<file path="src/rtl/segaddr_former.sv">
module segaddr_former #(
  parameter int SEG_W  = 14,
  parameter int WORD_W = 18,
  parameter int NIDX   = 8,
  parameter int NBASE  = 4
) (
  input  logic                           clk,
  input  logic                           rst_n,
  input  logic                           fetch_req,
  input  logic                           dec_valid,
  input  logic                           dec_xfer,
  input  logic                           dec_ext,
  input  logic [$clog2(NBASE)-1:0]       dec_tag,
  input  logic [$clog2(NIDX+1)-1:0]      dec_xsel,
  input  logic [WORD_W-1:0]              dec_addr,
  input  logic                           ld_en,
  input  logic [$clog2(NIDX+NBASE+2)-1:0] ld_sel,
  input  logic [SEG_W-1:0]               ld_seg,
  input  logic [WORD_W-1:0]              ld_word,
  output logic                           ga_valid,
  output logic                           ga_is_fetch,
  output logic [SEG_W-1:0]               ga_seg,
  output logic [WORD_W-1:0]              ga_word
);
  localparam int XSEL_W = $clog2(NIDX+1);
  localparam int LSEL_W = $clog2(NIDX+NBASE+2);
  localparam int LD_PBR = NIDX + NBASE;
  localparam int LD_PC  = LD_PBR + 1;

  logic [WORD_W-1:0] xr   [NIDX];
  logic [SEG_W-1:0]  bseg [NBASE];
  logic [WORD_W-1:0] bwrd [NBASE];
  logic [SEG_W-1:0]  pbr;
  logic [WORD_W-1:0] pc;

  logic [WORD_W-1:0] xval, ea, eword;
  logic [SEG_W-1:0]  eseg;

  always_comb begin
    xval = '0;
    for (int i = 0; i < NIDX; i++)
      if (dec_xsel == XSEL_W'(i + 1)) xval = xr[i];
  end

  assign ea    = dec_addr + xval;
  assign eword = dec_ext ? bwrd[dec_tag] + ea : ea;
  assign eseg  = dec_ext ? bseg[dec_tag] : pbr;

  always_ff @(posedge clk) begin
    if (!rst_n) begin
      pbr <= '0;
      pc  <= '0;
      for (int i = 0; i < NIDX; i++) xr[i] <= '0;
      for (int i = 0; i < NBASE; i++) begin
        bseg[i] <= '0;
        bwrd[i] <= '0;
      end
    end else begin
      if (dec_valid) begin
        if (dec_xfer) begin
          pc <= eword;
          if (dec_ext) pbr <= eseg;
        end else begin
          pc <= pc + 1'b1;
        end
      end
      if (ld_en) begin
        for (int i = 0; i < NIDX; i++)
          if (ld_sel == LSEL_W'(i)) xr[i] <= ld_word;
        for (int i = 0; i < NBASE; i++)
          if (ld_sel == LSEL_W'(NIDX + i)) begin
            bseg[i] <= ld_seg;
            bwrd[i] <= ld_word;
          end
        if (ld_sel == LSEL_W'(LD_PBR)) pbr <= ld_seg;
        if (ld_sel == LSEL_W'(LD_PC))  pc  <= ld_word;
      end
    end
  end

  always_ff @(posedge clk) begin
    if (!rst_n) begin
      ga_valid    <= 1'b0;
      ga_is_fetch <= 1'b0;
      ga_seg      <= '0;
      ga_word     <= '0;
    end else begin
      ga_valid    <= dec_valid ? !dec_xfer : fetch_req;
      ga_is_fetch <= !dec_valid;
      ga_seg      <= dec_valid ? eseg : pbr;
      ga_word     <= dec_valid ? eword : pc;
    end
  end


  fetch_out_chk: assert property (@(posedge clk) disable iff (!rst_n)
    fetch_req && !dec_valid |=> ga_valid && ga_is_fetch && ga_seg == $past(pbr) && ga_word == $past(pc));


  pc_step_chk: assert property (@(posedge clk) disable iff (!rst_n)
    dec_valid && !dec_xfer && !(ld_en && ld_sel == LSEL_W'(LD_PC)) |=> pc == $past(pc) + 1'b1);


  xfer_quiet_chk: assert property (@(posedge clk) disable iff (!rst_n)
    dec_valid && dec_xfer |=> !ga_valid);


  internal_seg_chk: assert property (@(posedge clk) disable iff (!rst_n)
    dec_valid && !dec_xfer && !dec_ext |=> ga_valid && !ga_is_fetch && ga_seg == $past(pbr));


  decode_wins_chk: assert property (@(posedge clk) disable iff (!rst_n)
    dec_valid && fetch_req |=> !ga_is_fetch);


  idle_chk: assert property (@(posedge clk) disable iff (!rst_n)
    !dec_valid && !fetch_req |=> !ga_valid);
endmodule

</file>
<file path="config.mk">
export PLATFORM = sky130hd
export DESIGN_NAME = segaddr_former
export DESIGN_NICKNAME = d
export VERILOG_FILES = /design/src/rtl/segaddr_former.sv
export SDC_FILE = /design/constraint.sdc
export NUM_CORES = 1
export LEC_CHECK = 0
export BUFFER_PORTS_ARGS = -buffer_cell sky130_fd_sc_hd__buf_2
export CORE_MARGIN = 1.5
export CORE_UTILIZATION = 56
export DETAILED_ROUTE_END_ITERATION = 16
export PLACE_DENSITY = 0.83
export SYNTH_ARGS = -nofsm -noshare
export SYNTH_HDL_FRONTEND = slang
export SYNTH_SLANG_ARGS = --single-unit
export TNS_END_PERCENT = 50
</file>
<file path="constraint.sdc">
create_clock -name clk -period 10.18 [get_ports clk]
set_input_delay 2.036 -clock clk [delete_from_list [all_inputs] [get_ports clk]]
set_output_delay 2.036 -clock clk [all_outputs]
set_load 0.02 [all_outputs]
</file>
Word-level counts from Yosys, hierarchy flattened
Memory sizes are Yosys's and may differ from the RTL's.
Index checks and enable logic that the tools add are counted.
{ "word_totals": {"in_bits": 67, "mem_bits_rw": 272, "ff_bits": 66, "n_memories": 3, "elab_cells": 139} }
{ "memory_table": {"columns": ["memory", "words", "word_bits", "rd", "rd_ports_with_merged_regs", "wr", "line", "text"], "rows": [
  ["xr", 8, 18, 8, 0, 8, "30", "logic [WORD_W-1:0] xr [NIDX];"],
  ["bwrd", 4, 18, 1, 0, 4, "32", "logic [WORD_W-1:0] bwrd [NBASE];"],
  ["bseg", 4, 14, 1, 0, 4, "31", "logic [SEG_W-1:0] bseg [NBASE];"]
]} }
{ "classes": {"muxes": 87, "bitwise_logic": 16, "addsub": 3, "n_eq_ne": 21, "n_reduce_logical": 3} }
{ "op_table": {"columns": ["op", "n"], "rows": [
  ["$mux 18", 26],
  ["$mux 14", 11],
  ["$mux 1", 50],
  ["$add 18x18->18", 2],
  ["$eq 4x3->1 const B", 8],
  ["$eq 4x4->1 const B", 7],
  ["$add 18x1->18 const B", 1],
  ["$eq 4x2->1 const B", 4],
  ["$or 1x1->1", 16],
  ["$eq 4x1->1 const B", 2],
  ["$logic_not 4->1", 1],
  ["$logic_not 1->1", 2]
]} }

Longest topological paths before layout
{ "logic_depth": {"word_depth": 16, "mapped_depth": 24, "mapped_depth_nobuf": 22} }

Worst setup path before layout
No wires, ideal clock.
{ "synth_timing": {"path_type": "input port to flip-flop", "from": "input port dec_xsel[1]", "to": "register ga_word[17]", "t_arrival_ns": 6.871, "setup_ns": 0.103, "n_path_buf": 2, "required_time_ns": 10.077, "path_stages": 21, "slack_ns": 3.205, "path_cell_list": "buf_2 -> nor4b_1 -> clkbuf_1 -> a221oi_1 -> nand3_1 -> ha_1 -> o21a_1 -> a211oi_2 -> o21bai_1 -> a21o_1 -> a21oi_1 -> o21bai_1 -> xor2_1 -> ha_1 -> nand2_1 -> o21ai_0 -> a21oi_1 -> o211a_1 -> or4_4 -> and4_4 -> a2111oi_2"} }
{ "synth_between": {"elab_chain_cells": 13} }
{ "synth_rtl": {"columns": ["element", "line", "text"], "rows": [
  ["from (decl)", "14", "input logic [$clog2(NIDX+1)-1:0] dec_xsel,"],
  ["$eq 4x1->1", "42", "if (dec_xsel == XSEL_W'(i + 1)) xval = xr[i];"],
  ["$mux 18 (7 in series)", "42", null],
  ["$mux 18 *", "42", null],
  ["$add 18x18->18 *", "45", "assign ea = dec_addr + xval;"],
  ["$add 18x18->18", "46", "assign eword = dec_ext ? bwrd[dec_tag] + ea : ea;"],
  ["$mux 18 *", "46", null],
  ["$mux 18 *", "91", "ga_word <= dec_valid ? eword : pc;"],
  ["to (signal assigned)", "91", null],
  ["to (decl)", "23", "output logic [WORD_W-1:0] ga_word"]
]} }
Mark *: on every way between the ends. The rest lies on a longest branch, timed or not.
A chain may end at the register's enable or synchronous reset.

Worst setup path in the final report
Same ends and word-level chain as after synthesis.

==> impl_results.md <==
- Switch share: between 20 and 30%
- Max VDD drop: approximately 0.11 mV
- Register bit total from synthesis: around 340
- Adder-cell share of the synthesized area: between 2 and 3%
- Rows: 62
- Horiz. Die Dim: about 170 um
- Syn nets: around 1500
- Worst Max-Slew Pin Slew: ~1.3 ns
- PD cells: approximately 200 nW/um^2
- Xor/xnor share of the synthesized area: around 1.0%
- Internal power: 2.573 mW
- Vias per cell: roughly 6.6
- CTS resizes: 0
- Setup TNS: 0 ns
- Routed WL: between 40 and 50 mm
- Hold WC Path Type: flop to flop
- Final setup viols: 0
- WP buf/inv: 1
- H-tree depth: 2
- Root Buffer: clkbuf_16
- Mapped cell area: 16320 sq um
- Max clock buf depth: 3
- Outcome: finished, final reports clean
- Area of the multi-input gates: between 6000 and 7000 sq um
- Setup Fix Bufs, Post-CTS: 0
- Peak Freq: roughly 140 MHz
- Nets: approximately 1600
- Fin. Hold Viols: 0
- Chip Height: between 150 and 200 um
- Pin count of the biggest net entering global routing: just over 80
- Fraction of layout cells with a size suffix above 1: 15.41%
- Post-synthesis mux area share: approximately 6.2%
- Drt first-iter violations: approximately 1800
- Fillers: approximately 2100
- Antenna violations before repair: 2
- CTS sink count: 338
- Crit end category: flop
- Combinational Power Share: ~18%
- Slew Viols, Final: 0
- Clock skew: between 0.02 and 0.03 ns
- Cells after DPL: ~1800
- Post-Syn Area per Cell: 11.41 sq um
- Final period utilization: between 60 and 70%
- Largest family of logic cells by synthesized area: simple AND/OR/NAND/NOR gates
- CTS tree: done
- # port buffers: 100
- Synth Instances: 1430
- CTS clock-pin slew for the worst setup and hold paths: about 0.07 ns
- Placer Congestion: around 0.94
- Kind of critical path: primary input to flop
- Crit path launch type: primary input
- Post-synth EDFFs: around 270
- Number of global-route vias before repair: between 10000 and 15000
- Switching power: approximately 0.98 mW
- Netlist cell types: 79
- CP max FO: 18
- Leakage Power: between 6 and 7 nW
- Cts-stage hold buffer count: 0
- Clock insertion delay at the later pin of the skew report: between 0.5 and 0.6 ns
- Post-Synth Simple-Gate Area: around 14%
- Sequential share of power: between 40% and 50%
- Rel. slew slack: between 10% and 20%
- Final core utilization: between 60% and 70%
- RSZ-0062 raised after global routing: false
- Residual DRC count: 0
- Synth Area in Compound Gates: between 10% and 20%
- Worst EP arrival: 7.46 ns
- Gr usage total: between 30% and 40%
- Clock share of power: between 30% and 40%
- Initial Util: between 50% and 60%
- Detailed Place HPWL: between 30 and 40 mm
- Register Area: between 9000 and 10000 sq um
- First-pass DRT Iterations: 6
- Most frequent cells in the layout: nor2_1, edfxtp_1, buf_2
- Yosys warning total: 0
- CP max stage cell: and4b_1
- Non-Filler Instances: roughly 1900
- DR vias: 12420
- I/O pin total: between 100 and 150
- Async set-reset flop share out of synthesis: 0%
- Overflow after GRT: 0
- Max-Cap Viols: 0
- CTS buffer count: 36
- Core Box Area: around 29000 sq um
- Critical path, cell by cell: buf_2 > and4b_1 > a22o_1 > a221oi_1 > a31oi_1 > ha_1 > o21a_1 > a211oi_2 > o21bai_1 > a21o_1 > a21oi_1 > o21bai_1 > xor2_1 > ha_1 > nand2_1 > o21ai_0 > a21oi_1 > o211a_1 > or4_4 > and4_4 > a2111oi_2
- Die area: between 30000 and 40000 sq um
- Family with the most delay on the worst path: compound AO/OA/AOI/OAI gates
- Post-layout min period: between 7 and 8 ns
- Synthesis-to-finish area growth: 11.58%
- Part of the Yosys area used for sequential elements: 58.14%
- First-pass GRT wire length: 68.81 mm
- Antenna Violating Nets Remaining: 0
- Drt wl/cell: 24.26 um
- Top_reg_cell synth: edfxtp_1
- Largest stage delay, worst path: ~0.77 ns
- R2R Setup Slk: about 5 ns
- Crit path required time: 10.61 ns
metrics by stage:
step                power [mW]  hold slack (ns)  instance area (sq um)  setup slack (ns)
finish                   3.553           0.4959                  18210             3.148
global route             3.660           0.5250                  18210             2.798
CTS                      3.540           0.4928                  18210             3.243
detailed placement       2.292           0.4902                  17080             2.726
global placement         2.276           0.4807                  17080             2.823
floorplan                2.106           0.4749                  16320             3.205
cell usage after synthesis (17+ instances only):
| master | n | area, sq um |
|---|---|---|
| a211oi_1 | 48 | 360.4 |
| a21oi_1 | 66 | 330.3 |
| a221oi_1 | 18 | 157.7 |
| a22o_1 | 17 | 148.9 |
| a22oi_1 | 33 | 247.7 |
| and3_1 | 62 | 387.9 |
| clkbuf_1 | 87 | 326.6 |
| dfxtp_1 | 66 | 1321 |
| edfxtp_1 | 272 | 8168 |
| ha_1 | 34 | 425.4 |
| inv_1 | 40 | 150.1 |
| mux2i_1 | 24 | 240.2 |
| mux4_2 | 32 | 720.7 |
| nand2_1 | 79 | 296.5 |
| nand3_1 | 30 | 150.1 |
| nor2_1 | 273 | 1025 |
| o21ai_0 | 33 | 165.2 |
cells by family (layout without fill, tap and decap cells):
group,count (synthesis),after routing
AOI/OAI and AO/OA,316,316
xor gates and xnor gates,19,19
adders and majority gates,37,37
buffers and inverters,146,222
DFF,338,338
muxes,61,61
other,0,2
and+or+nand+nor,513,513
flip-flops by register name (all words and copies together), names as in the netlist:
signal,cells
xr,144
bwrd,72
bseg,56
ga_word,18
pc,18
ga_seg,14
pbr,14
ga_is_fetch,1
ga_valid,1
area by class of cell:
cell class | instances | area share (%)
diodes | 2 | 0.02748
clock buffers | 47 | 5.456
clock inverters | 15 | 0.7489
inverters | 41 | 0.8451
multi-input cells | 946 | 34.64
flip-flops and latches | 338 | 52.11
well taps | 384 | 2.638
repair buffers | 119 | 3.532
final timing paths:
path	from	cells past startpoint	endpoint
setup / recovery	dec_xsel[1]	21	ga_word[17]$_SDFF_PN0_
hold / removal	pbr[6]$_SDFF_PN0_	2	ga_seg[6]$_SDFF_PN0_
setup reg to reg	xr[1][54]$_DFFE_PP_	20	ga_word[17]$_SDFF_PN0_
hold reg to reg	pbr[6]$_SDFF_PN0_	2	ga_seg[6]$_SDFF_PN0_
tightest hold or removal path, stage by stage (launching register included):
cell      delay, ns
dfxtp_1        0.32
nor2_1         0.08
a211oi_1       0.05
power groups by stage:
stage	logic (mW)	clock network, mW	registers, mW
final	0.646	1.27	1.64
after global routing	0.699	1.32	1.65
after CTS	0.634	1.27	1.64
after detailed placement	0.629	0	1.66
after global placement	0.619	0	1.66
after floorplan	0.437	0	1.67
metal layers:
layer | wire, um | global-route usage (%) | share of wire, % | vias to the layer above
li1 | - | - | - | 5485
met1 | 16910 | 38.64 | 37 | 6033
met2 | 21540 | 48.64 | 47 | 774
met3 | 5610 | 8.575 | 12 | 125
met4 | 1841 | 12.61 | 4.0 | 0
met5 | 0 | 0 | 0 | -
Note: power is estimated with default switching activity, not from simulation.
